===== config.mk =====
export PLATFORM = sky130hd
export DESIGN_NAME = cmp_branch_unit
export DESIGN_NICKNAME = d
export VERILOG_FILES = /design/src/rtl/cbu_pkg.sv /design/src/rtl/cbu_operand_latch.sv /design/src/rtl/cbu_magnitude.sv /design/src/rtl/cbu_relation_eval.sv /design/src/rtl/cbu_target_gen.sv /design/src/rtl/cmp_branch_unit.sv
export SDC_FILE = /design/constraint.sdc
export NUM_CORES = 1
export LEC_CHECK = 0
export BUFFER_PORTS_ARGS = -buffer_cell sky130_fd_sc_hd__buf_4
export CAP_MARGIN = 30
export CORE_UTILIZATION = 37
export CTS_CLUSTER_SIZE = 40
export DETAILED_ROUTE_END_ITERATION = 10
export PLACE_DENSITY_LB_ADDON = 0.08
export SETUP_SLACK_MARGIN = 0.1
export SYNTH_ARGS = -nofsm -noshare
export SYNTH_HDL_FRONTEND = slang
export SYNTH_SLANG_ARGS = --single-unit

===== constraint.sdc =====
create_clock -name clk -period 10.9 [get_ports clk]
set_input_delay 1.635 -clock clk [delete_from_list [all_inputs] [get_ports clk]]
set_output_delay 1.635 -clock clk [all_outputs]
set_load 0.01 [all_outputs]

===== src/rtl/cbu_pkg.sv =====
// Package: shared widths and the condition-code encoding of the
// compare-latch branch unit. Assumes a 4-bit condition field and ten
// legal relations; codes above COND_LAST_LEGAL are illegal.
package cbu_pkg;
    localparam int DATA_W = 32;
    localparam int COND_W = 4;
    localparam int DISP_W = 10;
    localparam int INSN_BYTES = 2;

    typedef enum logic [COND_W-1:0] {
        COND_EQ  = 4'd0,
        COND_NE  = 4'd1,
        COND_SLT = 4'd2,
        COND_SGT = 4'd3,
        COND_ULT = 4'd4,
        COND_UGT = 4'd5,
        COND_SGE = 4'd6,
        COND_SLE = 4'd7,
        COND_UGE = 4'd8,
        COND_ULE = 4'd9
    } cond_e;

    localparam logic [COND_W-1:0] COND_LAST_LEGAL = 4'd9;
endpackage


===== src/rtl/cbu_operand_latch.sv =====
// Module: holds the operand pair of the most recent compare.
// Assumes: synchronous active-low reset clears both operands to zero.
// A compare strobe captures both operands at the clock edge; readers in
// the same cycle see the previously held pair.
module cbu_operand_latch #(
    parameter int W = 32
) (
    input  logic         clk,
    input  logic         rst_n,
    input  logic         load,
    input  logic [W-1:0] in_a,
    input  logic [W-1:0] in_b,
    output logic [W-1:0] op_a,
    output logic [W-1:0] op_b
);

    // Capture the operand pair on a compare, clear on reset.
    always_ff @(posedge clk) begin
        if (!rst_n) begin
            op_a <= '0;
            op_b <= '0;
        end else if (load) begin
            op_a <= in_a;
            op_b <= in_b;
        end
    end

    // a compare stores both operands.
    assert_capture_R1: assert property (@(posedge clk) disable iff (!rst_n)
        load |=> (op_a == $past(in_a)) && (op_b == $past(in_b)));

    // without a compare the pair holds.
    assert_hold_R1: assert property (@(posedge clk) disable iff (!rst_n)
        (!load && $past(rst_n)) |=> $stable(op_a) && $stable(op_b));

endmodule


===== src/rtl/cbu_magnitude.sv =====
// Module: strict less-than comparator whose signedness is fixed by a
// parameter. Assumes operands of equal width; purely combinational.
module cbu_magnitude #(
    parameter int W          = 32,
    parameter bit SIGNED_CMP = 1'b0
) (
    input  logic [W-1:0] a,
    input  logic [W-1:0] b,
    output logic         lt
);

    generate
        if (SIGNED_CMP) begin : g_signed
            // Two's-complement ordering.
            always_comb lt = $signed(a) < $signed(b);
        end else begin : g_unsigned
            // Plain magnitude ordering.
            always_comb lt = a < b;
        end
    endgenerate

endmodule


===== src/rtl/cbu_relation_eval.sv =====
// Module: evaluates the selected relation on the stored operand pair.
// Assumes condition encodings from cbu_pkg; codes above the last legal
// code flag an illegal condition and force the outcome to not taken.
module cbu_relation_eval
    import cbu_pkg::*;
#(
    parameter int W = 32
) (
    input  logic [W-1:0]      op_a,
    input  logic [W-1:0]      op_b,
    input  logic [COND_W-1:0] cond,
    output logic              taken,
    output logic              illegal
);

    logic eq;
    logic lt_vec [2];   // index 0 unsigned, 1 signed

    // Equality shared by every relation.
    always_comb eq = (op_a == op_b);

    generate
        for (genvar s = 0; s < 2; s++) begin : g_mag
            cbu_magnitude #(.W(W), .SIGNED_CMP(s != 0)) u_mag (
                .a  (op_a),
                .b  (op_b),
                .lt (lt_vec[s])
            );
        end
    endgenerate

    // Select the relation named by the condition code.
    always_comb begin
        taken   = 1'b0;
        illegal = 1'b0;
        case (cond)
            COND_EQ:  taken = eq;
            COND_NE:  taken = !eq;
            COND_SLT: taken = lt_vec[1];
            COND_SGT: taken = !lt_vec[1] && !eq;
            COND_ULT: taken = lt_vec[0];
            COND_UGT: taken = !lt_vec[0] && !eq;
            COND_SGE: taken = !lt_vec[1];
            COND_SLE: taken = lt_vec[1] || eq;
            COND_UGE: taken = !lt_vec[0];
            COND_ULE: taken = lt_vec[0] || eq;
            default:  illegal = 1'b1;
        endcase
    end

endmodule


===== src/rtl/cbu_target_gen.sv =====
// Module: forms the fall-through and taken addresses of a branch.
// Assumes a 2-byte branch instruction and a halfword-scaled signed
// displacement measured from the following instruction.
module cbu_target_gen
    import cbu_pkg::*;
#(
    parameter int W  = 32,
    parameter int DW = 10
) (
    input  logic [W-1:0]  pc,
    input  logic [DW-1:0] disp,
    output logic [W-1:0]  seq_pc,
    output logic [W-1:0]  jump_pc
);

    localparam int EXT_W = W - DW - 1;

    logic [W-1:0] offset;

    // Sign-extend and scale the displacement to bytes.
    always_comb offset = {{EXT_W{disp[DW-1]}}, disp, 1'b0};

    // Sequential address and branch target.
    always_comb begin
        seq_pc  = pc + W'(INSN_BYTES);
        jump_pc = seq_pc + offset;
    end

endmodule


===== src/rtl/cmp_branch_unit.sv =====
// Module: compare-latch conditional branch unit (top). A compare stores
// its operand pair; a branch evaluates one of ten relations on the stored
// pair and returns a registered next-PC result with a one-cycle valid.
// Assumes: synchronous active-low reset; a same-cycle compare and branch
// resolves the branch against the pair stored before that cycle.
module cmp_branch_unit
    import cbu_pkg::*;
(
    input  logic              clk,
    input  logic              rst_n,
    input  logic              cmp_stb,
    input  logic [DATA_W-1:0] cmp_lhs,
    input  logic [DATA_W-1:0] cmp_rhs,
    input  logic              br_stb,
    input  logic [COND_W-1:0] br_cond,
    input  logic [DISP_W-1:0] br_disp,
    input  logic [DATA_W-1:0] cur_pc,
    output logic              res_valid,
    output logic              res_taken,
    output logic [DATA_W-1:0] res_next_pc,
    output logic              res_illegal
);

    logic [DATA_W-1:0] op_a, op_b;
    logic              rel_taken, rel_illegal;
    logic [DATA_W-1:0] seq_pc, jump_pc;

    cbu_operand_latch #(.W(DATA_W)) u_latch (
        .clk   (clk),
        .rst_n (rst_n),
        .load  (cmp_stb),
        .in_a  (cmp_lhs),
        .in_b  (cmp_rhs),
        .op_a  (op_a),
        .op_b  (op_b)
    );

    cbu_relation_eval #(.W(DATA_W)) u_eval (
        .op_a    (op_a),
        .op_b    (op_b),
        .cond    (br_cond),
        .taken   (rel_taken),
        .illegal (rel_illegal)
    );

    cbu_target_gen #(.W(DATA_W), .DW(DISP_W)) u_tgt (
        .pc      (cur_pc),
        .disp    (br_disp),
        .seq_pc  (seq_pc),
        .jump_pc (jump_pc)
    );

    // Register the branch result; hold it between branches.
    always_ff @(posedge clk) begin
        if (!rst_n) begin
            res_valid   <= 1'b0;
            res_taken   <= 1'b0;
            res_illegal <= 1'b0;
            res_next_pc <= '0;
        end else begin
            res_valid <= br_stb;
            if (br_stb) begin
                res_illegal <= rel_illegal;
                res_taken   <= rel_taken && !rel_illegal;
                if (rel_illegal)
                    res_next_pc <= cur_pc;
                else if (rel_taken)
                    res_next_pc <= jump_pc;
                else
                    res_next_pc <= seq_pc;
            end
        end
    end

    // valid follows a branch strobe by one cycle.
    assert_valid_pulse_R8: assert property (@(posedge clk) disable iff (!rst_n)
        br_stb |=> res_valid);

    // no branch, no valid and no change to the next PC.
    assert_result_hold_R8: assert property (@(posedge clk) disable iff (!rst_n)
        (!br_stb && $past(rst_n)) |=> !res_valid && $stable(res_next_pc)
                                      && $stable(res_taken));

    // an illegal code keeps the faulting PC and is never taken.
    assert_illegal_pc_R5: assert property (@(posedge clk) disable iff (!rst_n)
        (br_stb && br_cond > COND_LAST_LEGAL) |=>
            res_illegal && !res_taken && (res_next_pc == $past(cur_pc)));

    // a legal, not-taken branch falls through by one instruction.
    assert_fallthrough_R4: assert property (@(posedge clk) disable iff (!rst_n)
        (br_stb && br_cond <= COND_LAST_LEGAL) |=>
            !res_illegal && (res_taken || res_next_pc == $past(cur_pc) + 32'd2));

    // the equal condition follows the stored operand pair.
    assert_eq_cond_R2: assert property (@(posedge clk) disable iff (!rst_n)
        (br_stb && br_cond == COND_EQ) |=> res_taken == ($past(op_a) == $past(op_b)));

endmodule


# Word level (Yosys, flattened, before mapping)
# Index checks and enable logic that the tools add are counted.
# totals
n_memories,0
latch_bits,0
reg_bits,99
romBits,0
out_inout_bits,35
ram_bits,0
wordCells,34
# classes
n_addsub,2
n_mul,0
div_mod_pow,0
order_cmp,2
reduce_logical,10
shifts,0
n_bitwise,0
mux,4
n_eq_ne,10
# ops
cell,count
32-bit < comparator,2
32-bit two-way mux,2
32-bit by 2-bit adder with 32-bit output (second input constant),1
32-bit adder,1
32-bit equality test,1
4-bit by 3-bit equality test with 1-bit output (second input constant),4
1-bit case mux with 10 select lines,1
10-bit OR reduction,1
4-bit by 2-bit equality test with 1-bit output (second input constant),2
4-bit equality test (second input constant),2
4-bit by 1-bit equality test with 1-bit output (second input constant),1
4-bit zero test,1
1-bit logical AND,3
1-bit zero test,3
1-bit logical OR,2
1-bit two-way mux,1

# Depth between registers and ports, before layout
# Gate-level depths: netlist of the first run.
# logic_depth
depth_word,6
depth_mapped,18
depth_no_buf,17

# By module
# A second synthesis of the first run with hierarchy kept.
# hier_totals
hier_cells,1005
area_unflattened_um2,8983.6
# by_module_without_submodules
mod,area_per_inst_um2,cells_each,seq_area_each_um2,instances
cbu_operand_latch,2451.1,206,1281.2,1
cbu_target_gen,2273.4,321,0.0,1
cmp_branch_unit,2153.3,193,700.7,1
cbu_magnitude at u_eval.g_mag[0].u_mag,798.3,110,0.0,1
cbu_magnitude at u_eval.g_mag[1].u_mag,789.5,108,0.0,1
cbu_relation_eval,518.0,67,0.0,1

# Worst setup path before layout of the first run
# Ideal clock, no wire load.
# synth_path
path_kind,input-to-reg
startpoint,input port cur_pc[3]
endpoint,register res_next_pc[31]
t_required_ns,10.783
n_path_buf,1
setup_time_ns,0.117
path_slack_ns,5.542
stages,17
arrival_time_ns,5.241
path_cell_list,clkbuf_2 > and4_1 > and3_1 > nand3_1 > nor3_1 > nand2_1 > xnor2_1 > ha_1 > a21o_1 > a21o_1 > a21o_1 > a31oi_1 > a311oi_1 > a311oi_1 > xor2_1 > or3_1 > a32o_1
# synth_between
elab_chain_cells,4
# synth_rtl
item,line_no,text
start: declaration,cmp_branch_unit.sv:17,"input logic [DATA_W-1:0] cur_pc,"
32-bit by 2-bit adder with 32-bit output *,cbu_target_gen.sv:25,seq_pc = pc + W'(INSN_BYTES);
32-bit adder,cbu_target_gen.sv:26,jump_pc = seq_pc + offset;
32-bit two-way mux *,cmp_branch_unit.sv:67,else if (rel_taken)
32-bit two-way mux *,cmp_branch_unit.sv:65,if (rel_illegal)
end signal: assignment,cmp_branch_unit.sv:66,res_next_pc <= cur_pc;
end signal: assignment,cmp_branch_unit.sv:68,res_next_pc <= jump_pc;
end signal: assignment,cmp_branch_unit.sv:70,res_next_pc <= seq_pc;
end: declaration,cmp_branch_unit.sv:20,"output logic [DATA_W-1:0] res_next_pc,"
# Mark *: on every way between the ends. The rest lies on a longest branch, timed or not.
# A chain may end at the register's enable or synchronous reset.

# Final worst setup path of the first run
# Ends and elaborated chain as after synthesis.

==> impl_results.md, run 1 <==
- Reg-to-Reg Start: u_latch.op_b[31]
- Die X-Extent: between 100 and 150 µm
- Worst setup SP type: input port
- Buf/Inv on CP: 1
- Maximum number of pins on one net before global-route repair: 90
- Pleak: 0.00397 µW
- Number of buffers added by the clock tree synthesis step: 9
- Routed length per placed instance: approximately 16 µm
- Residual overflow from global routing: 0
- Cell with the biggest individual delay on the critical path: sky130_fd_sc_hd__nor3_1
- Net Count, Synth: about 1000
- Number of nets in the final layout: ~1100
- Number of sinks on the clock net: 99
- Max frequency: 176 MHz
- Insertion delay of the later-clocked pin in the worst-skew pair: 0.35 ns
- Run status: completed
- Number of global-route vias before repair: between 6000 and 7000
- Total via count in the routed design: between 6000 and 7000
- Overall power consumption: 1100 µW
- Clock edge transition at the registers on the reported setup and hold paths: 0.07 ns
- Cell count after placement: ~1200
- Highest ir drop seen on vdd: about 0.059 mV
- Count of distinct cell types in the synthesized netlist: 74
- Power density over the cells: about 120 nW/µm²
- Most frequent cells after synthesis: sky130_fd_sc_hd__dfxtp_1 (99), sky130_fd_sc_hd__nor2b_1 (77), sky130_fd_sc_hd__mux2i_1 (72)
- Setup repair after global routing missed its margin: no
- Arrival time at the worst endpoint: 5.94 ns
- Synth Warn #: 0
- Nature of the critical path endpoint: flip-flop
- Worst hold start: res_next_pc[3]
- Library cell occupying the most area in the post-synthesis netlist: sky130_fd_sc_hd__dfxtp_1
- Final hold violation count: 0
- Max Slew Vio Count: 0
- Routed vias/inst: around 5.2
- Period Utilization, post-route: 0.522
- Kind of cell adding the most delay to the critical path: simple AND/OR/NAND/NOR gates
- Total Wirelength: slightly above 20000 µm
- Initial cell density of the core: 0.383
- Crit path from: cur_pc[3]
- Area added between synthesis and finish: 22.0%
- Biggest cell delay along the critical path: between 0.7 and 0.8 ns
- Antenna cell count: 0
- Net Sw Frac: 0.316
- TritonCTS clock tree: done
- Detailed-routing iteration count for the pre-antenna-repair pass: 4
- Worst hold stages: 1
- Share of layout cells above drive strength 1: 0.202
- Hold WS: about 0.46 ns
- Ordered list of cells on the worst path: buf_4, and4_1, and3_1, nand3_1, nor3_1, nand2_1, xnor2_1, ha_1, and2_1, and3_1, nand3_1, a21oi_1, a31oi_1, a311oi_1, a311oi_1, xor2_1, or3_1, a32o_1
- Number of synthesized register bits: between 90 and 100
- Mean Syn Cell Area: about 8.6 µm²
- Transition time at the pin with the least slew margin: about 0.93 ns
- Max-capacitance violation count: 0
- Initial detailed-routing violation count: around 310
- Data required time of the worst path: 11.15 ns
- Antenna violations before repair: 0
- Combinational share of power: 0.306
- Final critical-path required period: roughly 5.7 ns
- CTS root buffer: sky130_fd_sc_hd__clkbuf_16
- Int Power: about 750 µW
- First-pass GRT wire length: 31700 µm
- Setup Skew: slightly below 0.008 ns
- Classification of the worst setup path: in2reg
- Clock share of power: 0.326
- Post-CTS Repair Setup Buffers: 0
- Sequential Power Share: 0.368
- Final-layout fill cell count: 1961
- Leading cell types by total area after synthesis: sky130_fd_sc_hd__dfxtp_1 (27%), sky130_fd_sc_hd__ha_1 (11%), sky130_fd_sc_hd__mux2i_1 (9.9%)
- Maximum fanout count along the critical path: 7
- Number of standard cells after synthesis: between 800 and 900
- Most used standard cell by instance count after synthesis: sky130_fd_sc_hd__dfxtp_1
- Final setup violation count: 0
- Global routing usage summed across all routing layers: 0.201
- Total of hold buffers inserted after clock tree synthesis: 0
- Predominant post-synthesis flop cell: sky130_fd_sc_hd__dfxtp_1
- Sw power: between 300 and 400 µW
- Logic depth of the worst setup path including buffers: 18
- Multi-input gate area in the final layout: 4940 µm²
- Post-Syn Area: about 7300 µm²
- Maximum buffer depth of the clock tree: 2
- Gpl congestion: approximately 0.9
- Worst max-slew margin expressed relative to the limit: 0.378
- Depth of the CTS H-tree: 3
- Sequential standard cell area: between 1500 and 2000 µm²
- Number of nets still failing antenna checks after routing: 0
- Share of synthesized flip-flops with an asynchronous set or reset: 0
- Number of non-filler instances in the completed layout: between 1000 and 1500
- DIE HEIGHT: around 140 µm
- IO Pins: approximately 150
- Number of flops mapped to enable cells by yosys: 0
- Std-Cell Core Area: 19000 µm²
- Port Buffer Count: between 100 and 150
- Sequential-to-total area share from yosys stat: 0.272
- Area share of the leading cell type in the synthesized netlist: 0.272
- CTS-repair resized insts: 0
- Reg-to-reg slack, setup: 6.77 ns
- FF-to-FF path depth: 12
- DIE AREA: a little over 20000 µm²
- Floorplan row count: 50
- Min-Delay Path Class: reg2reg
- Post-route DRC: 0
- DPL Wire Length: 14900 µm
- Post-route setup TNS: 0 ns
==> state kept, by name (all words and copies together) (netlist names) <==
name,cells
res_taken,1
u_latch.op_b,32
u_latch.op_a,32
res_illegal,1
res_valid,1
res_next_pc,32
==> placed cells by master, fill, tap and decap left out, types with 5 or more instances in the layout <==
cell,instances
sky130_fd_sc_hd__mux2i_1,72
sky130_fd_sc_hd__dfxtp_1,99
sky130_fd_sc_hd__a31o_2,7
sky130_fd_sc_hd__mux2_2,5
sky130_fd_sc_hd__nand2b_1,6
sky130_fd_sc_hd__a21oi_1,57
sky130_fd_sc_hd__inv_1,42
sky130_fd_sc_hd__nand2_1,52
sky130_fd_sc_hd__a21o_1,26
sky130_fd_sc_hd__xor2_1,14
sky130_fd_sc_hd__nor2b_1,77
sky130_fd_sc_hd__or3_1,6
sky130_fd_sc_hd__clkbuf_16,9
sky130_fd_sc_hd__o21a_1,9
sky130_fd_sc_hd__nor2_1,30
sky130_fd_sc_hd__a311oi_1,7
sky130_fd_sc_hd__ha_1,63
sky130_fd_sc_hd__xnor2_1,41
sky130_fd_sc_hd__a31oi_1,9
sky130_fd_sc_hd__and3_1,13
sky130_fd_sc_hd__nand3_1,28
sky130_fd_sc_hd__nand4_1,14
sky130_fd_sc_hd__o31ai_1,6
sky130_fd_sc_hd__o21ai_0,36
sky130_fd_sc_hd__buf_4,151
sky130_fd_sc_hd__a211oi_1,6
sky130_fd_sc_hd__nor3_1,10
==> metal layers <==
layer  GRT usage  vias up  share of wire
li1            -     3299              -
met1       0.273     2927           0.49
met2       0.326      151           0.45
met3      0.0299       20          0.043
met4      0.0623        0          0.019
met5           0        -              0
==> cell families (layout without fill, tap and decap cells) <==
logic type,after synthesis,count (layout),synth area share
and+or+nand+nor,263,263,0.204
AOI/OAI and AO/OA,206,206,0.187
xor gates and xnor gates,55,55,0.0661
adders and majority gates,64,64,0.111
DFF,99,99,0.272
buffers and inverters,84,210,0.0503
muxes,78,78,0.110
==> metrics by stage <==
stage                     worst slack (ns)  cell area (µm²)  utilization
after global placement                4.97             8540        0.449
after floorplan                       5.54             7290            -
after CTS                             5.24             8900        0.468
final                                 5.21             8900        0.468
after global routing                  4.87             8900        0.468
after detailed placement              4.86             8570        0.451
==> power groups by stage <==
stage	clock, µW	sequential [µW]	combinational (µW)
after floorplan	0	414	226
after global placement	0	412	338
after detailed placement	0	412	336
after CTS	369	404	338
after global routing	384	407	372
final	358	403	336
==> worst paths after layout <==
check	endpoint
hold / removal	res_next_pc[3]
hold reg to reg	res_next_pc[3]
setup / recovery	res_next_pc[31]
setup reg to reg	res_next_pc[17]
==> area by class of cell <==
| cell class | count | area share |
|---|---|---|
| clock inverter | 6 | 0.0108 |
| multi-input combinational | 666 | 0.556 |
| clock buffer | 10 | 0.0257 |
| sequential | 99 | 0.223 |
| inverter | 42 | 0.0177 |
| tap | 260 | 0.0366 |
| timing repair buffer | 152 | 0.131 |
Note: power is estimated with default switching activity, not from simulation.
==> inputs of run 2 (changes only) <==
Clock period 10.9 ns to 5.35 ns, I/O delays scaled along.
==> run 2 against run 1 <==
Clock skew decreased by 0.0024 ns. Die area unchanged. Combinational power increased by 110%. Flip-flop and latch count unchanged. Final cell count increased by 0.32%. Cell area increased by 0.28%. Routed wire length increased by 0.76%. Sequential power increased by 100%. Largest power group unchanged. Highest routed layer unchanged.
==> impl_results.md, run 2 (synthesis gave the netlist of run 1 again) <==
- Std-Cell Core Area: 19000 µm²
- Antenna cell count: 0
- Max Slew Vio Count: 0
- Setup repair after global routing missed its margin: no
- Pleak: between 0.003 and 0.004 µW
- CTS-repair resized insts: 0
- Insertion delay of the later-clocked pin in the worst-skew pair: approximately 0.35 ns
- Sequential Power Share: 0.371
- Hold WS: ~0.46 ns
- Number of nets still failing antenna checks after routing: 0
- Maximum number of pins on one net before global-route repair: 90
- Biggest cell delay along the critical path: around 0.35 ns
- Initial detailed-routing violation count: ~300
- Maximum fanout count along the critical path: 7
- Detailed-routing iteration count for the pre-antenna-repair pass: 5
- Transition time at the pin with the least slew margin: 0.808 ns
- Total via count in the routed design: about 6400
- Classification of the worst setup path: in2reg
- Final critical-path required period: between 4 and 5 ns
- Die X-Extent: approximately 140 µm
- Floorplan row count: 50
- Arrival time at the worst endpoint: between 4 and 5 ns
- Setup slack of the critical path after layout: approximately 0.83 ns
- Power density over the cells: 248 nW/µm²
- Finished Core Util: 0.469
- Post-route setup TNS: 0 ns
- FF-to-FF path depth: 12
- Most common cell after layout, fill and taps aside: sky130_fd_sc_hd__buf_4
- Data required time of the worst path: ~5.6 ns
- Worst setup SP type: input port
- Final setup violation count: 0
- Crit path from: cur_pc[3]
- DIE AREA: ~20000 µm²
- Area added between synthesis and finish: 22.4%
- End of the worst register-to-register path: res_next_pc[6]
- Clock edge transition at the registers on the reported setup and hold paths: about 0.070 ns
- TritonCTS clock tree: done
- Antenna violations before repair: 0
- Residual overflow from global routing: 0
- Cell with the biggest individual delay on the critical path: sky130_fd_sc_hd__a311oi_1
- DPL Wire Length: approximately 15000 µm
- Net Sw Frac: 0.322
- Total of hold buffers inserted after clock tree synthesis: 0
- Setup Skew: between 0.005 and 0.006 ns
- DIE HEIGHT: roughly 140 µm
- Post-route DRC: 0
- Run status: completed
- Combinational share of power: 0.313
- Sw power: about 700 µW
- IO Pins: between 100 and 150
- Nature of the critical path endpoint: flip-flop
- Number of sinks on the clock net: 99
- Reg-to-reg slack, setup: roughly 1.7 ns
- Initial cell density of the core: 0.383
- Number of global-route vias before repair: roughly 6000
- Max-capacitance violation count: 0
- Gpl congestion: between 0.8 and 0.9
- First-pass GRT wire length: 32200 µm
- Period Utilization, post-route: 0.844
- Max frequency: between 200 and 250 MHz
- Number of buffers added by the clock tree synthesis step: 9
- Port Buffer Count: 148
- Post-CTS Repair Setup Buffers: 0
- Routed length per placed instance: between 15 and 20 µm
- Worst max-slew margin expressed relative to the limit: 0.461
- Largest registers: res_next_pc: 32 flops, u_latch.op_a: 32 flops, u_latch.op_b: 32 flops
- Clock share of power: 0.317
- Highest ir drop seen on vdd: ~0.14 mV
- Final hold violation count: 0
- Min-Delay Path Class: reg2reg
- Total Wirelength: ~20000 µm
- Highest-count cells in the layout ignoring fill and taps: sky130_fd_sc_hd__buf_4 (154), sky130_fd_sc_hd__dfxtp_1 (99), sky130_fd_sc_hd__nor2b_1 (77)
- Number of nets in the final layout: 1152
- Routed vias/inst: just over 5
- Overall power consumption: ~2200 µW
- Depth of the CTS H-tree: 3
- Maximum buffer depth of the clock tree: 2
- Int Power: around 1500 µW
- CTS root buffer: sky130_fd_sc_hd__clkbuf_16
- Post-Place Setup Slack: roughly 0.50 ns
- Share of layout cells above drive strength 1: 0.206
- End point of the critical path: res_next_pc[31]
- Global routing usage summed across all routing layers: 0.203
- Ordered list of cells on the worst path: buf_4, and4_1, and3_1, nand2_2, nor2_1, nand3_1, xnor2_1, ha_1, and3_1, and2_1, a221oi_1, a21oi_1, a31oi_1, a311oi_1, a311oi_1, xor2_1, or3_1, a32o_1
- Reg-to-Reg Start: u_latch.op_b[31]
==> run 2: changes by cell type in the layout (fill, tap and decap cells not counted), sizes merged <==
| cell | change |
|---|---|
| bufinv | -1 |
| inv | +2 |
| clkinv | -1 |
| buf | +4 |
==> run 2: layout make-up <==
type	instances	area (µm²)
Tap cell	260	325
Multi-Input combinational cell	666	4940
Fill cell	1962	10100
Clock buffer	10	239
Sequential cell	99	1980
Inverter	42	158
Clock inverter	6	77.6
Timing Repair Buffer	156	1190
==> run 2: worst min path at each step <==
stage               slack (ns)  depth (start not counted)               to             from
floorplan                 0.48                          2  u_latch.op_a[0]  u_latch.op_a[0]
global placement          0.44                          1  res_next_pc[10]  res_next_pc[10]
detailed placement        0.44                          1  res_next_pc[10]  res_next_pc[10]
CTS                       0.46                          1  res_next_pc[10]  res_next_pc[10]
global route              0.49                          1  res_next_pc[10]  res_next_pc[10]
finish                    0.46                          2   res_next_pc[5]   res_next_pc[5]
==> run 2: critical path, delay by kind of cell <==
family,cells,cell delay (ns)
simple gates,8,1.68
compound gates,6,1.50
fa+ha+maj,1,0.33
xor+xnor,2,0.33
buf+inv,1,0.13
==> run 2: through the flow <==
stage | instances | cell area [µm²]
finish | 1239 | 8920
global route | 1239 | 8920
CTS | 1239 | 8920
detailed placement | 1223 | 8600
global placement | 1221 | 8570
floorplan | 849 | 7290
==> run 2: layer usage <==
metal  track usage  routed length [µm]
met5             0                   0
met3        0.0286                 925
met1         0.276                9840
met2         0.331                9320
met4        0.0577                 249
==> run 2: power groups by stage <==
stage / sequential [µW] / clock, µW / combinational, µW
6_report: 821 / 701 / 693
5_1_grt: 828 / 755 / 763
4_1_cts: 821 / 730 / 695
3_5_place_dp: 839 / 0 / 691
3_3_place_gp: 838 / 0 / 694
2_1_floorplan: 844 / 0 / 461
